File: config.mk
export PLATFORM = sky130hd
export DESIGN_NAME = bus_cycle_ctl
export DESIGN_NICKNAME = d
export VERILOG_FILES = /design/src/rtl/bct_pkg.sv /design/src/rtl/bct_ctrl_reg.sv /design/src/rtl/bct_edge_sync.sv /design/src/rtl/bct_timer.sv /design/src/rtl/bus_cycle_ctl.sv
export SDC_FILE = /design/constraint.sdc
export NUM_CORES = 1
export LEC_CHECK = 0
export ABC_AREA = 1
export CORE_UTILIZATION = 46
export CTS_CLUSTER_SIZE = 20
export DETAILED_ROUTE_END_ITERATION = 16
export PLACE_DENSITY = 0.86
export REMOVE_ABC_BUFFERS = 1
export SYNTH_ARGS = -nofsm -noshare
export SYNTH_HDL_FRONTEND = slang
export SYNTH_SLANG_ARGS = --single-unit
export TNS_END_PERCENT = 20
File: constraint.sdc
create_clock -name clk -period 3.5 [get_ports clk]
set_input_delay 0.35 -clock clk [delete_from_list [all_inputs] [get_ports clk]]
set_output_delay 0.35 -clock clk [all_outputs]
set_load 0.01 [all_outputs]
File: src/rtl/bct_pkg.sv
// Package: bit positions and masks of the cycle-timer control flags.
// Assumes a 32-bit host data path. Positions are visible to software.
package bct_pkg;
    localparam int REG_W       = 32;
    localparam int B_EXT_SRC   = 22;
    localparam int B_MASTER    = 21;
    localparam int B_RUN       = 20;
    localparam int B_RX_PHY    = 10;
    localparam int B_RX_SELFID = 9;
    localparam int B_LOCK      = 6;

    localparam logic [REG_W-1:0] SET_MASK =
        (32'd1 << B_EXT_SRC) | (32'd1 << B_MASTER) | (32'd1 << B_RUN) |
        (32'd1 << B_RX_PHY)  | (32'd1 << B_RX_SELFID) | (32'd1 << B_LOCK);
    // The lock bit is set-only, so the clear mask leaves it out.
    localparam logic [REG_W-1:0] CLR_MASK = SET_MASK & ~(32'd1 << B_LOCK);
endpackage

File: src/rtl/bct_ctrl_reg.sv
// Control flag register with set and clear write paths, plus the
// sticky cycle-too-long flag. An event pulse clears the master flag.
// Setting the master flag is refused while the sticky flag is 1.
// Assumes wr_en is a single-cycle strobe in the clk domain.
module bct_ctrl_reg
    import bct_pkg::*;
(
    input  logic             clk,
    input  logic             rst_n,
    input  logic             wr_en,
    input  logic             wr_clr,
    input  logic [REG_W-1:0] wr_data,
    input  logic             evt,
    input  logic             evt_clr,
    output logic [REG_W-1:0] flags,
    output logic             evt_flag
);
    logic [REG_W-1:0] flags_nxt;
    logic [REG_W-1:0] set_allow;

    // Purpose: refuse a master set while the event is unacknowledged.
    always_comb begin
        set_allow = SET_MASK;
        if (evt_flag) set_allow[B_MASTER] = 1'b0;
    end

    // Purpose: compute the next flag value from the write and the event.
    always_comb begin
        flags_nxt = flags;
        if (wr_en) begin
            if (wr_clr) flags_nxt = flags & ~(wr_data & CLR_MASK);
            else        flags_nxt = flags | (wr_data & set_allow);
        end
        if (evt) flags_nxt[B_MASTER] = 1'b0;
    end

    // Purpose: flag register.
    always_ff @(posedge clk) begin
        if (!rst_n) flags <= '0;
        else        flags <= flags_nxt;
    end

    // Purpose: sticky event flag. A new event wins over a clear.
    always_ff @(posedge clk) begin
        if (!rst_n)       evt_flag <= 1'b0;
        else if (evt)     evt_flag <= 1'b1;
        else if (evt_clr) evt_flag <= 1'b0;
    end
endmodule

File: src/rtl/bct_edge_sync.sv
// Synchronizer chain with rising-edge detection for an asynchronous strobe.
// Assumes the strobe stays high for at least one clk period.
module bct_edge_sync #(
    parameter int STAGES = 2
) (
    input  logic clk,
    input  logic rst_n,
    input  logic din,
    output logic rise
);
    logic [STAGES-1:0] chain;
    logic              prev;

    // Purpose: synchronizer shift chain.
    always_ff @(posedge clk) begin
        if (!rst_n) chain <= '0;
        else        chain <= {chain[STAGES-2:0], din};
    end

    // Purpose: delayed copy of the synchronized output for edge detection.
    always_ff @(posedge clk) begin
        if (!rst_n) prev <= 1'b0;
        else        prev <= chain[STAGES-1];
    end

    assign rise = chain[STAGES-1] & ~prev;
endmodule

File: src/rtl/bct_timer.sv
// Cycle timer: offset, cycle number and seconds fields. It wraps on an
// internal count or on an external edge. It stalls at the last offset in
// external mode and pulses an event when it gets there. It also issues a
// gated cycle-start request on each wrap.
module bct_timer #(
    parameter int TICKS_PER_CYC = 3072,
    parameter int CYC_PER_SEC   = 8000,
    parameter int OFF_W         = 12,
    parameter int CNT_W         = 13,
    parameter int SEC_W         = 7
) (
    input  logic             clk,
    input  logic             rst_n,
    input  logic             run,
    input  logic             ext_sel,
    input  logic             ext_rise,
    input  logic             start_gate,
    output logic [OFF_W-1:0] offset,
    output logic [CNT_W-1:0] count,
    output logic [SEC_W-1:0] seconds,
    output logic             start_req,
    output logic             late_evt
);
    localparam logic [OFF_W-1:0] OFF_LAST = OFF_W'(TICKS_PER_CYC - 1);
    localparam logic [OFF_W-1:0] OFF_PRE  = OFF_W'(TICKS_PER_CYC - 2);
    localparam logic [CNT_W-1:0] CNT_LAST = CNT_W'(CYC_PER_SEC - 1);

    logic wrap;
    logic stall;

    assign wrap  = run && (ext_sel ? ext_rise : (offset == OFF_LAST));
    assign stall = ext_sel && (offset == OFF_LAST);

    // Purpose: offset counter.
    always_ff @(posedge clk) begin
        if (!rst_n)              offset <= '0;
        else if (wrap)           offset <= '0;
        else if (run && !stall)  offset <= offset + 1'b1;
    end

    // Purpose: cycle number and seconds, advanced on each wrap.
    always_ff @(posedge clk) begin
        if (!rst_n) begin
            count   <= '0;
            seconds <= '0;
        end else if (wrap) begin
            if (count == CNT_LAST) begin
                count   <= '0;
                seconds <= seconds + 1'b1;
            end else begin
                count   <= count + 1'b1;
            end
        end
    end

    // Purpose: registered cycle-start request and late-strobe event pulse.
    always_ff @(posedge clk) begin
        if (!rst_n) begin
            start_req <= 1'b0;
            late_evt  <= 1'b0;
        end else begin
            start_req <= wrap && start_gate;
            late_evt  <= run && ext_sel && !ext_rise && (offset == OFF_PRE);
        end
    end
endmodule

File: src/rtl/bus_cycle_ctl.sv
// Top level: control flags, external strobe synchronizer and cycle timer.
// Assumes every input except cyc_in_async is synchronous to clk.
module bus_cycle_ctl
    import bct_pkg::*;
#(
    parameter int TICKS_PER_CYC = 3072,
    parameter int CYC_PER_SEC   = 8000,
    parameter int SYNC_STAGES   = 2
) (
    input  logic        clk,
    input  logic        rst_n,
    input  logic        reg_wr_en,
    input  logic        reg_wr_clr,
    input  logic [31:0] reg_wr_data,
    output logic [31:0] reg_rd_data,
    input  logic        cyc_in_async,
    input  logic        phy_is_root,
    input  logic        too_long_clr,
    output logic        rx_phy_pkt_en,
    output logic        rx_self_id_en,
    output logic        sync_filter_force,
    output logic        cycle_start_req,
    output logic        too_long_evt,
    output logic        too_long_flag,
    output logic [11:0] cyc_offset,
    output logic [12:0] cyc_count,
    output logic [6:0]  cyc_seconds
);
    logic [REG_W-1:0] flags;
    logic             ext_rise;

    bct_ctrl_reg u_regs (
        .clk      (clk),
        .rst_n    (rst_n),
        .wr_en    (reg_wr_en),
        .wr_clr   (reg_wr_clr),
        .wr_data  (reg_wr_data),
        .evt      (too_long_evt),
        .evt_clr  (too_long_clr),
        .flags    (flags),
        .evt_flag (too_long_flag)
    );

    bct_edge_sync #(.STAGES(SYNC_STAGES)) u_sync (
        .clk   (clk),
        .rst_n (rst_n),
        .din   (cyc_in_async),
        .rise  (ext_rise)
    );

    bct_timer #(
        .TICKS_PER_CYC (TICKS_PER_CYC),
        .CYC_PER_SEC   (CYC_PER_SEC),
        .OFF_W         (12),
        .CNT_W         (13),
        .SEC_W         (7)
    ) u_timer (
        .clk        (clk),
        .rst_n      (rst_n),
        .run        (flags[B_RUN]),
        .ext_sel    (flags[B_EXT_SRC]),
        .ext_rise   (ext_rise),
        .start_gate (flags[B_MASTER] && phy_is_root),
        .offset     (cyc_offset),
        .count      (cyc_count),
        .seconds    (cyc_seconds),
        .start_req  (cycle_start_req),
        .late_evt   (too_long_evt)
    );

    assign reg_rd_data       = flags;
    assign rx_phy_pkt_en     = flags[B_RX_PHY];
    assign rx_self_id_en     = flags[B_RX_SELFID];
    assign sync_filter_force = flags[B_LOCK];
endmodule

Yosys cells after proc, flatten, opt, wreduce, memory -nomap -nowiden
Index checks and enable logic that the tools add are counted.
Word-level totals
  register bits: 70
  bits of input ports: 39
  output and inout bits: 70
  logic and storage cells: 43
Cells by class
  add/subtract/negate cells: 3
  equality and inequality tests: 3
  multiplexer cells: 6
  bitwise logic cells: 7
  reductions and logical operators: 14
Operators by type and width (number)
  32-bit by 23-bit AND with 32-bit output: 1
  32-bit AND: 1
  32-bit 2-to-1 mux: 1
  23-bit NOT with 32-bit output: 1
  32-bit bitwise OR: 1
  12-bit equality test, second input constant: 2
  13-bit by 1-bit adder with 13-bit output, second input constant: 1
  13-bit equality test, second input constant: 1
  13-bit 2-to-1 mux: 1
  12-bit by 1-bit adder with 12-bit output, second input constant: 1
  1-bit logical AND: 8
  7-bit by 1-bit adder with 7-bit output, second input constant: 1
  1-bit 2-to-1 mux: 4
  2-bit OR reduction: 2
  1-bit zero test: 2
  1-bit NOT: 2
  2-bit AND reduction: 1
  2-bit nonzero test: 1
  1-bit AND: 1

Longest topological paths before layout
Gate-level depths: netlist (run 1).
  depth in word-level cells: 5
  gate-level depth with buffers: 10
  depth with buffers taken out: 10

Modules after synthesis
A second synthesis (run 1) with hierarchy kept.
Unflattened totals
  cells, all modules: 366
  area total of the unflattened synthesis: 2617.5 um^2
Modules (own cells, without submodules)
  bct_timer: times used 1, cells each 284, area each 2014.4 um^2, sequential area each 680.7 um^2
  bct_ctrl_reg: times used 1, cells each 66, area each 480.5 um^2, sequential area each 140.1 um^2
  bct_edge_sync: times used 1, cells each 11, area each 92.6 um^2, sequential area each 60.1 um^2
  bus_cycle_ctl: times used 1, cells each 5, area each 30.0 um^2, sequential area each 0.0 um^2

Worst setup path before layout (run 1)
Ideal clock, no wire load.
  kind: reg-to-reg
  from: register u_timer.offset[0]
  to: register u_timer.offset[10]
  library setup time: 0.116 ns
  arrival time: 1.455 ns
  slack: 1.929 ns
  cell stages (with the launch flop): 10
  period minus slack after synthesis: 1.571 ns
  path through: dfxtp_1 -> ha_1 -> inv_1 -> nor2_4 -> nand3_4 -> nand2_4 -> nand2_2 -> nand2_2 -> buf_4 -> a21oi_1
Between the ends
  cells in the longest elaborated chain, start to end: 4
  elaborated cells between the ends (all ways): 8
RTL lines
  start: declaration: line bct_timer.sv:18  | output logic [OFF_W-1:0] offset,
  start signal: assignment: line bct_timer.sv:38  | else if (run && !stall) offset <= offset + 1'b1;
  branches (longest 4 deep; another with 12-bit by 1-bit adder with 12-bit output)
Several ways; the timed one is not identified.
A chain may end at the register's enable or synchronous reset.

Final worst setup path (run 1)
  from: register u_timer.count[0]
  to: register u_timer.seconds[4]
Between the ends
  cells in the longest elaborated chain, start to end: 2
RTL lines
  start: declaration: line bct_timer.sv:19  | output logic [CNT_W-1:0] count,
  start signal: assignment: line bct_timer.sv:51  | count <= count + 1'b1;
  13-bit equality test: line bct_timer.sv:47  | if (count == CNT_LAST) begin
  2-bit AND reduction (no source line)
  end signal: assignment: line bct_timer.sv:49  | seconds <= seconds + 1'b1;
  end: declaration: line bct_timer.sv:20  | output logic [SEC_W-1:0] seconds,
No other way between the ends.

==> results.cfg, run 1 <==
[worst_setup_path]
critPathSlowestCell = dfxtp_1
path_common_cell = nand2_1
cpPeakStageDelay_ns = 0.41
required_ns = 3.68
critPathLaunchType = flip-flop
cp_num_buf_inv = 0
r2r_slack_ns = 1.33
critPathKind = reg -> reg
crit_path_cell_trace = ha_1, nand2_1, nor2_2, nand2_1, nor2_2, nand3_1, nand2_1, a21oi_1
crit_arrival_ns = 2.35
critPathTopFamily = simple AND/OR/NAND/NOR gates
worstRegToRegCells = 8
r2r-end = u_timer.seconds[4]
worstPathMaxFanout = 11
r2r_start = u_timer.count[0]
crit_path_end_kind = flip-flop

[clock_tree]
path_clk_slew_ns = 0.09
cts_setup_buffers = 0
cts.sinks = 44
cts_buffers = 5
htreeDepth = 2
ctsHoldBuffers = 0
clockRootBuffer = clkbuf_8
ctsResizeCount = 0
clk_latency_ns = 0.30
cts_buffer_depth = 2
cts_tree = yes

[cells_and_area]
diodes = 0
nets = 464
syn2layout_area_growth_pct = 22.7
utilization_pct = 60.3
drive_gt1_share_pct = 5.23
fin_cells = 491
final_cell_area_um2 = 3160

[placed_design]
post_dp_cell_area_um2 = 3030
hpwl_mm = 4.10
placedCellCount = 484
place.gp.congestion = 0.878
io_buffers = 56
preCtsSetupSlack_ns = 1.37

[min_path]
min_to = u_sync.prev
holdPathStages = 2
hp-class = reg -> reg
holdCritStartpoint = u_sync.chain[1]

[power_and_ir_drop]
seq_power_share_pct = 48.8
p_sw_mw = 0.231
p_int_mw = 0.823
max-vdd-ir-drop_mv = 0.213
p_leak_nw = 1.18
p_sw_share_pct = 21.9
pwr-share-clk_pct = 42.8
power_density_nw_per_um2 = 334
power_mw = 1.05
power_frac_comb_pct = 8.4

[die]
io_pins = 109
die_x_um = 76.8
rows = 26
start_util_pct = 49.1
core_um2 = 5240
dieHeight_um = 76.8
dieArea_um2 = 5900

[route]
m1WireLength_mm = 2.49
route.met2.wl_mm = 2.72
post-route-drc-count = 0
drt-total-wl_mm = 5.65
num_vias = 2404
wl_met3_um = 323
top_layer_used = met4
drt_pre_antenna_iters = 4
wl_per_cell_um = 11.5
first_iter_violations = 168
via_per_inst = 4.90
ant_nets = 0

[yosys]
synth_area_leader_cell = dfxtp_1
netlist.area_leader.share_pct = 34.2
synth_edf_count = 0
ys_types = 30
synthTopCellsByCount = nand2_1, dfxtp_1, inv_1
ys.flop_type = dfxtp_1
synth_seq_area_share_pct = 34.2
yosys_warnings = 0
async_reset_ff_share_pct = 0
avgSynthCellArea_um2 = 6.90
ys_ff_latch = 44
synth_most_common_cell = nand2_1
synth_area_leaders = dfxtp_1, nand2_1, buf_4, a21oi_1, inv_1
synth_cells = 373
synth.cell_area_um2 = 2570

[timing]
slew_violations = 0
hold_viol_final = 0
setup_ws_ns = 1.33
clock_skew_ns = 0.00987
setup_viol = 0
tns_ns = 0
hold-worst-slack_ns = 0.421
finalCritPeriodShare_pct = 62.0
fmax_mhz = 461
period_minus_slack_ns = 2.17
rsz0062_at_grt = false

[grt]
grt_pass1_vias = 2262
grt_pass1_wl_mm = 10.2
antenna_found_initial = 0
globalRouteOverflowTotal = 0
grt_max_degree = 18
grtUsageTotal_pct = 20.8

[outcome]
outcome = complete, no violations

[run]
drv_cap = 0
==> worst reg2reg max path: stages (launching register included) <==
cell     delay, ns
dfxtp_1       0.41
ha_1          0.20
nand2_1       0.09
nor2_2        0.31
nand2_1       0.12
nor2_2        0.38
nand3_1       0.34
nand2_1       0.14
a21oi_1       0.06
==> worst max-delay path by stage <==
stage / from / to / slack, ns / depth (start not counted)
after floorplan: u_timer.count[1] / u_timer.seconds[0] / 1.74 / 8
after global placement: u_timer.count[1] / u_timer.seconds[5] / 1.45 / 8
after detailed placement: u_timer.count[1] / u_timer.seconds[2] / 1.37 / 8
after CTS: u_timer.count[1] / u_timer.seconds[4] / 1.37 / 8
after global routing: u_timer.count[1] / u_timer.seconds[4] / 1.11 / 8
final: u_timer.count[0] / u_timer.seconds[4] / 1.33 / 8
==> cells in the final DEF, fill, tap and decap left out, types with 7 or more instances in the layout <==
master,count
a21oi_1,31
xor2_1,7
clkdlybuf4s50_1,56
nand3_1,27
nor2_1,28
conb_1,26
nand2_1,108
dfxtp_1,44
nand4_1,9
inv_1,36
xnor2_1,8
==> power by group through the flow <==
stage	Combinational [mW]	Sequential (mW)	Clock (mW)
floorplan	0.0409	0.528	0
global placement	0.0861	0.526	0
detailed placement	0.0877	0.526	0
CTS	0.0881	0.514	0.457
global route	0.0981	0.516	0.479
finish	0.0883	0.514	0.451
==> registers in the layout, indices dropped and copies added, names as in the netlist, 2 cells and up, named ones only <==
| register | flops |
|---|---|
| u_regs.flags | 2 |
| u_sync.chain | 2 |
| u_timer.count | 13 |
| u_timer.offset | 12 |
| u_timer.seconds | 7 |
==> kinds of logic after synthesis <==
logic type | share of synthesized area [%]
XOR/XNOR | 5.10
AO/OA/AOI/OAI | 9.77
flip-flops | 34.2
buffers and inverters | 16.9
AND/OR/NAND/NOR | 31.9
adder cells (fa/ha/maj) | 1.94
other | 0.146
==> per-layer routing <==
| layer | track usage, % | vias up |
|---|---|---|
| li1 | - | 1221 |
| met1 | 24.3 | 1082 |
| met2 | 35.9 | 90 |
| met3 | 4.64 | 11 |
| met4 | 9.42 | 0 |
| met5 | 0 | - |
==> layout make-up <==
class,instances,area (um2)
Clock buffer,5,68.8
Clock inverter,2,60.1
Fill cell,477,2080
Inverter,37,139
Multi-Input combinational cell,276,1350
Sequential cell,44,881
Tap cell,70,87.6
Timing Repair Buffer,57,568
No activity file was read; power rests on OpenSTA's default activity.
==> run 2, diff against run 1 <==
--- a/config.mk
+++ b/config.mk
@@ -6,10 +6,10 @@
 export NUM_CORES = 1
 export LEC_CHECK = 0
 export ABC_AREA = 1
-export CORE_UTILIZATION = 46
+export CORE_UTILIZATION = 43
 export CTS_CLUSTER_SIZE = 20
 export DETAILED_ROUTE_END_ITERATION = 16
-export PLACE_DENSITY = 0.86
+export PLACE_DENSITY = 0.81
 export REMOVE_ABC_BUFFERS = 1
 export SYNTH_ARGS = -nofsm -noshare
 export SYNTH_HDL_FRONTEND = slang
==> constraint.sdc (replaced) <==
create_clock -name clk -period 2.24 [get_ports clk]
set_input_delay 0.224 -clock clk [delete_from_list [all_inputs] [get_ports clk]]
set_output_delay 0.224 -clock clk [all_outputs]
set_load 0.01 [all_outputs]
==> run 2 against run 1 <==
  * Clock-buffer cell count is 1 higher
  * Sequential share of layout area is 0.28 points lower
  * Maximum frequency is 15% higher
  * Register-to-register slack worse by 0.98 ns
  * Utilization is 3.7 points lower
  * Combinational power is 61% higher
  * Clock skew is 0.0014 ns lower
  * Final cell count is 1.6% higher
  * Clock power is 43% higher
  * Wire length is 1.4% lower
  * Non-clock buffer count is 5 higher
  * Highest routed layer unchanged
==> results.cfg, run 2 (synthesized netlist as in run 1, its figures left out) <==
[placed_design]
hpwl_mm = 4.26
preCtsSetupSlack_ns = 0.372
place.gp.congestion = 0.860
io_buffers = 56
post_dp_cell_area_um2 = 3070

[clock_tree]
clk_latency_ns = 0.30
cts_tree = yes
path_clk_slew_ns = 0.09
cts.sinks = 44
cts_buffer_depth = 2
cts_buffers = 5
cts_setup_buffers = 0
ctsResizeCount = 0
ctsHoldBuffers = 0
htreeDepth = 2
clockRootBuffer = clkbuf_8

[timing]
rsz0062_at_grt = false
slew_violations = 0
setup_ws_ns = 0.355
clock_skew_ns = 0.00850
finalCritPeriodShare_pct = 84.2
period_minus_slack_ns = 1.89
fmax_mhz = 530
tns_ns = 0
setup_viol = 0
hold-worst-slack_ns = 0.429
hold_viol_final = 0

[grt]
globalRouteOverflowTotal = 0
grt_pass1_wl_mm = 9.38
grt_pass1_vias = 2128
grtUsageTotal_pct = 18.7
antenna_found_initial = 0
grt_max_degree = 15

[die]
rows = 27
io_pins = 109
die_x_um = 79.4
dieArea_um2 = 6300
start_util_pct = 45.6
dieHeight_um = 79.4
core_um2 = 5640

[route]
ant_nets = 0
drt_pre_antenna_iters = 4
via_per_inst = 4.82
post-route-drc-count = 0
drt-total-wl_mm = 5.57
first_iter_violations = 119
num_vias = 2405
wl_per_cell_um = 11.2

[worst_setup_path]
r2r_start = u_timer.offset[0]
crit_arrival_ns = 2.08
required_ns = 2.43
critPathLaunchType = flip-flop
r2r_slack_ns = 0.35
critPathKind = reg -> reg
worstPathMaxFanout = 12
crit_path_start = u_timer.offset[0]
endpoint = u_timer.offset[9]
crit_path_end_kind = flip-flop
r2r-end = u_timer.offset[9]
worstRegToRegCells = 9

[power_and_ir_drop]
p_leak_nw = 1.20
max-vdd-ir-drop_mv = 0.316
power_density_nw_per_um2 = 498

[cells_and_area]
utilization_pct = 56.5
layout_commonest_cell = nand2_1
diodes = 0
fillerInstances = 529
reg.largest.list = u_timer.count x13, u_timer.offset x12, u_timer.seconds x7
final_cell_area_um2 = 3190
largest_register_ffs = 13
layout_common_cells = nand2_1, clkdlybuf4s50_1, dfxtp_1, inv_1, a21oi_1
top_register = u_timer.count
drive_gt1_share_pct = 6.56
syn2layout_area_growth_pct = 23.9
nets = 469

[min_path]
hp-class = reg -> reg

[run]
drv_cap = 0

[outcome]
outcome = complete, no violations
[run 2: cell type report]
class	count	area, um2	share of cell area, %
Timing Repair Buffer	62	606	19.0
Tap cell	72	90.1	2.82
Sequential cell	44	881	27.6
Clock inverter	2	38.8	1.22
Clock buffer	6	82.6	2.59
Multi-Input combinational cell	276	1350	42.4
Inverter	37	139	4.35
[run 2: stage by stage]
stage / std cells / power (mW)
CTS: 499 / 1.60
global placement: 491 / 0.961
floorplan: 357 / 0.889
finish: 499 / 1.59
global route: 499 / 1.66
detailed placement: 491 / 0.963
[run 2: power by group]
group          internal [mW]  switching, mW  leakage, nW  total, mW
Sequential             0.793         0.0110        0.356      0.804
Clock                  0.365          0.278       0.0614      0.643
Combinational         0.0582         0.0840        0.781      0.142
[run 2: worst min-delay path by stage]
| stage | startpoint | endpoint | slack (ns) | cells past startpoint |
|---|---|---|---|---|
| 6_report | u_sync.chain[0] | u_sync.chain[1] | 0.43 | 2 |
| 3_3_place_gp | u_sync.chain[0] | u_sync.chain[1] | 0.40 | 2 |
| 3_5_place_dp | u_sync.chain[0] | u_sync.chain[1] | 0.41 | 2 |
| 4_1_cts | u_sync.chain[0] | u_sync.chain[1] | 0.43 | 2 |
| 5_1_grt | u_sync.chain[0] | u_sync.chain[1] | 0.46 | 2 |
| 2_1_floorplan | rst_n | u_sync.chain[0] | 0.32 | 2 |
[run 2: worst max-delay path, cell delays in order (launching register included)]
cell,delay [ns]
dfxtp_1,0.43
ha_1,0.27
inv_1,0.09
nor2_4,0.17
nand3_4,0.12
nand2_4,0.11
nand2_2,0.17
nand2_2,0.15
buf_4,0.20
a21oi_1,0.06
[run 2: routing by layer]
metal	vias up	share of wire (%)	wire length (um)	track usage, %
met5	-	0	0	0
met4	0	2.1	119	7.64
met3	11	4.9	274	4.14
met2	79	47	2620	31.4
met1	1073	46	2550	23.0
li1	1242	-	-	-
